===== config.mk =====
export PLATFORM = sky130hd
export DESIGN_NAME = prio_irq_hub
export DESIGN_NICKNAME = d
export VERILOG_FILES = /design/src/rtl/pih_pkg.sv /design/src/rtl/pih_line_bank.sv /design/src/rtl/pih_select.sv /design/src/rtl/pih_offer.sv /design/src/rtl/prio_irq_hub.sv
export SDC_FILE = /design/constraint.sdc
export NUM_CORES = 1
export LEC_CHECK = 0
export ABC_AREA = 0
export CAP_MARGIN = 10
export CELL_PAD_IN_SITES_DETAIL_PLACEMENT = 1
export CELL_PAD_IN_SITES_GLOBAL_PLACEMENT = 1
export CORE_ASPECT_RATIO = 1.4
export CORE_MARGIN = 1.5
export CORE_UTILIZATION = 30
export CTS_BUF_LIST = sky130_fd_sc_hd__clkbuf_2 sky130_fd_sc_hd__clkbuf_4 sky130_fd_sc_hd__clkbuf_8
export CTS_CLUSTER_DIAMETER = 60
export CTS_CLUSTER_SIZE = 14
export DETAILED_ROUTE_END_ITERATION = 7
export GPL_ROUTABILITY_DRIVEN = 1
export GPL_TIMING_DRIVEN = 0
export PLACE_DENSITY = 0.77
export SYNTH_ARGS = -nofsm -noshare
export SYNTH_HDL_FRONTEND = slang
export SYNTH_SLANG_ARGS = --single-unit
export TNS_END_PERCENT = 100

===== constraint.sdc =====
create_clock -name clk -period 1.7 [get_ports clk]
set_input_delay 0.34 -clock clk [delete_from_list [all_inputs] [get_ports clk]]
set_output_delay 0.34 -clock clk [all_outputs]
set_load 0.02 [all_outputs]

===== src/rtl/pih_pkg.sv =====
package pih_pkg;

   // Offer stage: idle, or holding an interrupt for the processor.
   typedef enum logic {
      OFR_IDLE = 1'b0,
      OFR_HELD = 1'b1
   } ofr_state_e;

   localparam int PIH_MIN_SRC = 2;
   localparam int PIH_MAX_SRC = 64;

endpackage


===== src/rtl/pih_line_bank.sv =====
// Per-line state: pending latch, disable bit, in-service bit, and the
// readiness of each line after masking and nesting rules.
module pih_line_bank #(
   parameter int NUM_SRC = 16,
   parameter int VEC_W   = 5
) (
   input  logic               clk,
   input  logic               rst_n,
   input  logic [NUM_SRC-1:0] req_i,
   input  logic               mask_we_i,
   input  logic [NUM_SRC-1:0] mask_wdata_i,
   input  logic               take_fire_i,
   input  logic [VEC_W-1:0]   take_vec_i,
   input  logic               eoi_fire_i,
   input  logic [VEC_W-1:0]   eoi_vec_i,
   input  logic               hold_all_i,
   output logic [NUM_SRC-1:0] ready_o
);

   logic [NUM_SRC-1:0] pend_q;
   logic [NUM_SRC-1:0] mask_q;
   logic [NUM_SRC-1:0] busy_q;
   logic [NUM_SRC-1:0] busy_upto;

   for (genvar i = 0; i < NUM_SRC; i++) begin : g_line
      logic sel_take;
      logic sel_eoi;

      assign sel_take = take_fire_i && (take_vec_i == VEC_W'(i));
      assign sel_eoi  = eoi_fire_i  && (eoi_vec_i  == VEC_W'(i));

      always_ff @(posedge clk) begin
         if (!rst_n) begin
            pend_q[i] <= 1'b0;
            mask_q[i] <= 1'b1;
            busy_q[i] <= 1'b0;
         end else begin
            pend_q[i] <= (pend_q[i] | req_i[i]) & ~sel_take;
            if (mask_we_i)
               mask_q[i] <= mask_wdata_i[i];
            if (sel_take)
               busy_q[i] <= 1'b1;
            else if (sel_eoi)
               busy_q[i] <= 1'b0;
         end
      end

      // Any line of equal or higher rank in service blocks this one.
      if (i == 0) begin : g_head
         assign busy_upto[i] = busy_q[i];
      end else begin : g_tail
         assign busy_upto[i] = busy_q[i] | busy_upto[i-1];
      end

      assign ready_o[i] = pend_q[i] & ~mask_q[i] & ~busy_upto[i] & ~hold_all_i;
   end

endmodule


===== src/rtl/pih_select.sv =====
// Fixed-priority pick: the lowest ready index wins.
module pih_select #(
   parameter int NUM_SRC = 16,
   parameter int VEC_W   = 5
) (
   input  logic [NUM_SRC-1:0] ready_i,
   output logic               hit_o,
   output logic [VEC_W-1:0]   idx_o
);

   always_comb begin
      hit_o = 1'b0;
      idx_o = '0;
      for (int i = NUM_SRC - 1; i >= 0; i--) begin
         if (ready_i[i]) begin
            hit_o = 1'b1;
            idx_o = VEC_W'(i);
         end
      end
   end

endmodule


===== src/rtl/pih_offer.sv =====
// Holds one offered interrupt and its vector until the processor takes it.
module pih_offer
   import pih_pkg::*;
#(
   parameter int VEC_W = 5
) (
   input  logic             clk,
   input  logic             rst_n,
   input  logic             cand_hit_i,
   input  logic [VEC_W-1:0] cand_vec_i,
   input  logic             take_i,
   output logic             int_o,
   output logic [VEC_W-1:0] vec_o,
   output logic             take_fire_o
);

   ofr_state_e state_q;

   assign int_o       = (state_q == OFR_HELD);
   assign take_fire_o = int_o && take_i;

   always_ff @(posedge clk) begin
      if (!rst_n) begin
         state_q <= OFR_IDLE;
         vec_o   <= '0;
      end else begin
         case (state_q)
            OFR_IDLE: begin
               if (cand_hit_i) begin
                  state_q <= OFR_HELD;
                  vec_o   <= cand_vec_i;
               end
            end
            default: begin
               if (take_i)
                  state_q <= OFR_IDLE;
            end
         endcase
      end
   end

endmodule


===== src/rtl/prio_irq_hub.sv =====
module prio_irq_hub #(
   parameter  int NUM_SRC = 16,
   localparam int VEC_W   = $clog2(NUM_SRC + 1)
) (
   input  logic               clk,
   input  logic               rst_n,
   input  logic [NUM_SRC-1:0] irq_req_i,
   input  logic               nmi_req_i,
   input  logic               mask_we_i,
   input  logic [NUM_SRC-1:0] mask_wdata_i,
   output logic               int_o,
   output logic [VEC_W-1:0]   int_vec_o,
   input  logic               int_take_i,
   input  logic               eoi_valid_i,
   input  logic [VEC_W-1:0]   eoi_vec_i
);

   localparam logic [VEC_W-1:0] NMI_VEC = VEC_W'(NUM_SRC);

   if (NUM_SRC < pih_pkg::PIH_MIN_SRC || NUM_SRC > pih_pkg::PIH_MAX_SRC) begin : g_bad_size
      $error("prio_irq_hub: NUM_SRC out of supported range");
   end

   logic               take_fire;
   logic               nmi_pend_q;
   logic               nmi_busy_q;
   logic               nmi_ready;
   logic [NUM_SRC-1:0] line_ready;
   logic               line_hit;
   logic [VEC_W-1:0]   line_vec;
   logic               cand_hit;
   logic [VEC_W-1:0]   cand_vec;

   // Non-maskable request: its own pending and in-service bits.
   always_ff @(posedge clk) begin
      if (!rst_n) begin
         nmi_pend_q <= 1'b0;
         nmi_busy_q <= 1'b0;
      end else begin
         nmi_pend_q <= (nmi_pend_q | nmi_req_i) & ~(take_fire && int_vec_o == NMI_VEC);
         if (take_fire && int_vec_o == NMI_VEC)
            nmi_busy_q <= 1'b1;
         else if (eoi_valid_i && eoi_vec_i == NMI_VEC)
            nmi_busy_q <= 1'b0;
      end
   end

   assign nmi_ready = nmi_pend_q & ~nmi_busy_q;

   pih_line_bank #(
      .NUM_SRC (NUM_SRC),
      .VEC_W   (VEC_W)
   ) u_bank (
      .clk          (clk),
      .rst_n        (rst_n),
      .req_i        (irq_req_i),
      .mask_we_i    (mask_we_i),
      .mask_wdata_i (mask_wdata_i),
      .take_fire_i  (take_fire),
      .take_vec_i   (int_vec_o),
      .eoi_fire_i   (eoi_valid_i),
      .eoi_vec_i    (eoi_vec_i),
      .hold_all_i   (nmi_busy_q),
      .ready_o      (line_ready)
   );

   pih_select #(
      .NUM_SRC (NUM_SRC),
      .VEC_W   (VEC_W)
   ) u_select (
      .ready_i (line_ready),
      .hit_o   (line_hit),
      .idx_o   (line_vec)
   );

   assign cand_hit = nmi_ready | line_hit;
   assign cand_vec = nmi_ready ? NMI_VEC : line_vec;

   pih_offer #(
      .VEC_W (VEC_W)
   ) u_offer (
      .clk         (clk),
      .rst_n       (rst_n),
      .cand_hit_i  (cand_hit),
      .cand_vec_i  (cand_vec),
      .take_i      (int_take_i),
      .int_o       (int_o),
      .vec_o       (int_vec_o),
      .take_fire_o (take_fire)
   );

endmodule


==> impl_metrics.toml <==
[synth]
synth-simple-area-share_pct = 23.8
synth_ff_type = "dfxtp_1"
synth_top_area_share_pct = 43.2
postSynthAreaPerCell_um2 = 8.89
syn_nets = 335
synth-xor-area-share_pct = 0
muxShareOfSynthArea_pct = 7.71
async_flop_share_pct = 0
synthCells = 292
synth.distinct_cells = 51
synth_compound_area_share_pct = 21.5
synth.largest_area_cell = "dfxtp_1"
synth_enable_flop_cells = 0
synth_area_leaders = "dfxtp_1 43%, mux2i_1 7.7%, a21oi_1 6.9%"
syn_area_um2 = 2590
synth_seq_cells = 56
ys.warnings.count = 0
synth-adder-area-share_pct = 0
synthTopCellsByCount = "56 x dfxtp_1, 36 x a21oi_1, 35 x nand2_1"
synth.most_common_cell = "dfxtp_1"
synth_top_family_by_area = "simple AND/OR/NAND/NOR gates"
yosysSeqAreaShare_pct = 43.2

[sta]
period_share_pct = 108
worstMarginPinSlew_ns = 0.661
finalSetupViolations = 4
setup_tns_ns = -0.547
relSlewSlack_pct = 56.0
hold_viol_final = 0
rsz0062_at_grt = "yes"
finClkSkew_ns = 0.00537
fmax_ghz = 0.544
slew_violations = 0
fin_ws_ns = -0.140
min_period_ns = 1.84

[place]
gp_congestion = 0.822
portBuffers = 46
dpl.hpwl_um = 5950

[floorplan]
start_util_pct = 30.5
placementRows = 40
ios = 49
coreArea_um2 = 8510
die_y_um = 113
die-area_um2 = 9230
die_w_um = 81.6

[detailed_routing]
drcViolationCount = 0
vias = 2473
vias_per_cell = 5.42
detail-route-antenna-nets = 0
drtIter0Drc = 134
dr.pass1.iters = 4
wl_per_cell_um = 18.3
drt_wl_total_um = 8330

[status]
violations = "negative setup slack"
status = "finished, violations left"

[power_and_ir_drop]
vdd_drop_max_mv = 0.423
p_leak_uw = 0.00133
power.density_nw_per_um2 = 867

[final_layout]
drive_gt1_share_pct = 16.5
diodes = 0
nets = 393
area_growth_syn_to_layout_pct = 33.3
final_core_util_pct = 40.6

[global_routing]
grt_max_degree = 18
grt_pass1_wl_um = 13100
track_usage_pct = 18.7
overflow = 0
grt_pass1_vias = 2603
grt_antenna_before_repair = 0

[worst_setup_path]
max_stage_delay_ns = 0.50
criticalPathCategory = "reg2reg"
path_cells = "or3b_2, a21oi_1, a211oi_4, nand4_1, nand2b_1, buf_6, mux2i_1"
cp_num_cells = 7
cp.buffers_inverters = 1
crit_start = "u_bank.busy_q[0]$_SDFFE_PN0P_"
reg2reg_depth = 7
cp-end-kind = "flip-flop"
r2r_setup_slack_ns = -0.14
r2r_end = "u_offer.vec_o[0]$_SDFFE_PN0P_"
slowest_stage = "or3b_2"
crit_family = "simple AND/OR/NAND/NOR gates"
path_max_fanout = 4
r2r_start = "u_bank.busy_q[0]$_SDFFE_PN0P_"
startpoint_type = "flip-flop"
worstPathRequired_ns = 1.91
endpoint = "u_offer.vec_o[0]$_SDFFE_PN0P_"
arrival_ns = 2.05

[clocking]
hold_buffers = 0
cts_sinks = 56
clkTransAtPathRegs_ns = 0.10
worst_skew_pair.late_latency_ns = 0.32
ctsRootBufferMaster = "clkbuf_8"
htreeDepth = 2
cts_tree = "done"
cts-buffers-inserted = 5
cts_max_path_buffers = 2

[worst_hold_path]
hold_class = "in2reg"
hold_depth = 3

[run]
drv_cap = 0
kinds of logic after synthesis:
| group | after synthesis |
|---|---|
| buffers and inverters | 15 |
| DFF | 56 |
| AOI/OAI and AO/OA | 93 |
| muxes | 20 |
| and+or+nand+nor | 108 |
tightest hold or removal path: stages:
cell       delay, ns
buf_6           0.11
o2111ai_2       0.07
mux2i_1         0.06
layer usage:
layer | vias up | wire length [µm] | track usage, %
met5 | - | 0 | 0
met4 | 0 | 307 | 7.23
met3 | 21 | 280 | 2.10
met2 | 62 | 4500 | 34.2
met1 | 1216 | 3250 | 21.5
li1 | 1174 | - | -
placed cells by master, fill, tap and decap left out, types with 2 or more instances in the layout:
| master | n |
|---|---|
| clkbuf_8 | 5 |
| nand3b_1 | 2 |
| buf_4 | 5 |
| nand4b_1 | 2 |
| or3b_2 | 3 |
| buf_6 | 3 |
| mux2i_1 | 20 |
| clkdlybuf4s50_1 | 41 |
| or2b_2 | 3 |
| nor3_2 | 4 |
| nor2_1 | 8 |
| a21oi_1 | 35 |
| o21ai_0 | 33 |
| or3_1 | 2 |
| nand2b_1 | 13 |
| o2111ai_2 | 2 |
| o31ai_1 | 2 |
| dfxtp_1 | 49 |
| clkbuf_1 | 7 |
| o211a_1 | 6 |
| dlygate4sd2_1 | 4 |
| nand3_1 | 11 |
| or4b_4 | 3 |
| buf_2 | 2 |
| nor2b_1 | 4 |
| nand4_1 | 3 |
| nand2_1 | 35 |
| dfxtp_2 | 7 |
worst min path at each step:
stage                                       start                            end  slack, ns
floorplan           u_bank.mask_q[2]$_SDFFE_PN1P_  u_bank.mask_q[2]$_SDFFE_PN1P_       0.43
global placement    u_bank.mask_q[9]$_SDFFE_PN1P_  u_bank.mask_q[9]$_SDFFE_PN1P_       0.45
detailed placement  u_bank.mask_q[2]$_SDFFE_PN1P_  u_bank.mask_q[2]$_SDFFE_PN1P_       0.46
CTS                                         rst_n  u_offer.vec_o[0]$_SDFFE_PN0P_       0.34
global route                                rst_n  u_offer.vec_o[0]$_SDFFE_PN0P_       0.32
finish                                      rst_n  u_offer.vec_o[0]$_SDFFE_PN0P_       0.31
final cells by class:
class                      count  area [µm²]
buffer                        13        92.6
clock buffer                   6        76.3
clock inverter                 2        38.8
fill                        1025        5050
inverter                       2        7.51
multi-input combinational    221        1490
sequential                    56        1130
tap                          105         131
timing repair buffer          51         493
sequential cells by signal, indices dropped and copies added (netlist names):
signal	flops
nmi_busy_q	1
nmi_pend_q	1
u_bank.busy_q	16
u_bank.mask_q	16
u_bank.pend_q	16
u_offer.int_o	1
u_offer.vec_o	5
power breakdown:
group	internal, µW	leakage [µW]	switching [µW]
combinational	310	0.000805	320
sequential	1390	0.000465	65.4
clock	462	0.0000592	451
per-stage QoR:
stage	std cells	hold WS (ns)	setup WS, ns	cell area, µm²	power (µW)
after global placement	443	0.452	-0.793	3190	2030
after CTS	454	0.336	-0.118	3370	2980
after detailed placement	444	0.461	-0.513	3190	2060
after global routing	456	0.325	-0.217	3460	3130
after floorplan	292	0.432	0.00636	2590	1800
final	456	0.305	-0.140	3460	3000
timing repair:
action / 4_1_cts / 5_1_grt
pin swaps: 3 / 3
resized for setup: 16 / 19
buffers inserted: 2 / 2
setup endpoints to repair: 22 / 12
Note: power is estimated with default switching activity, not from simulation.
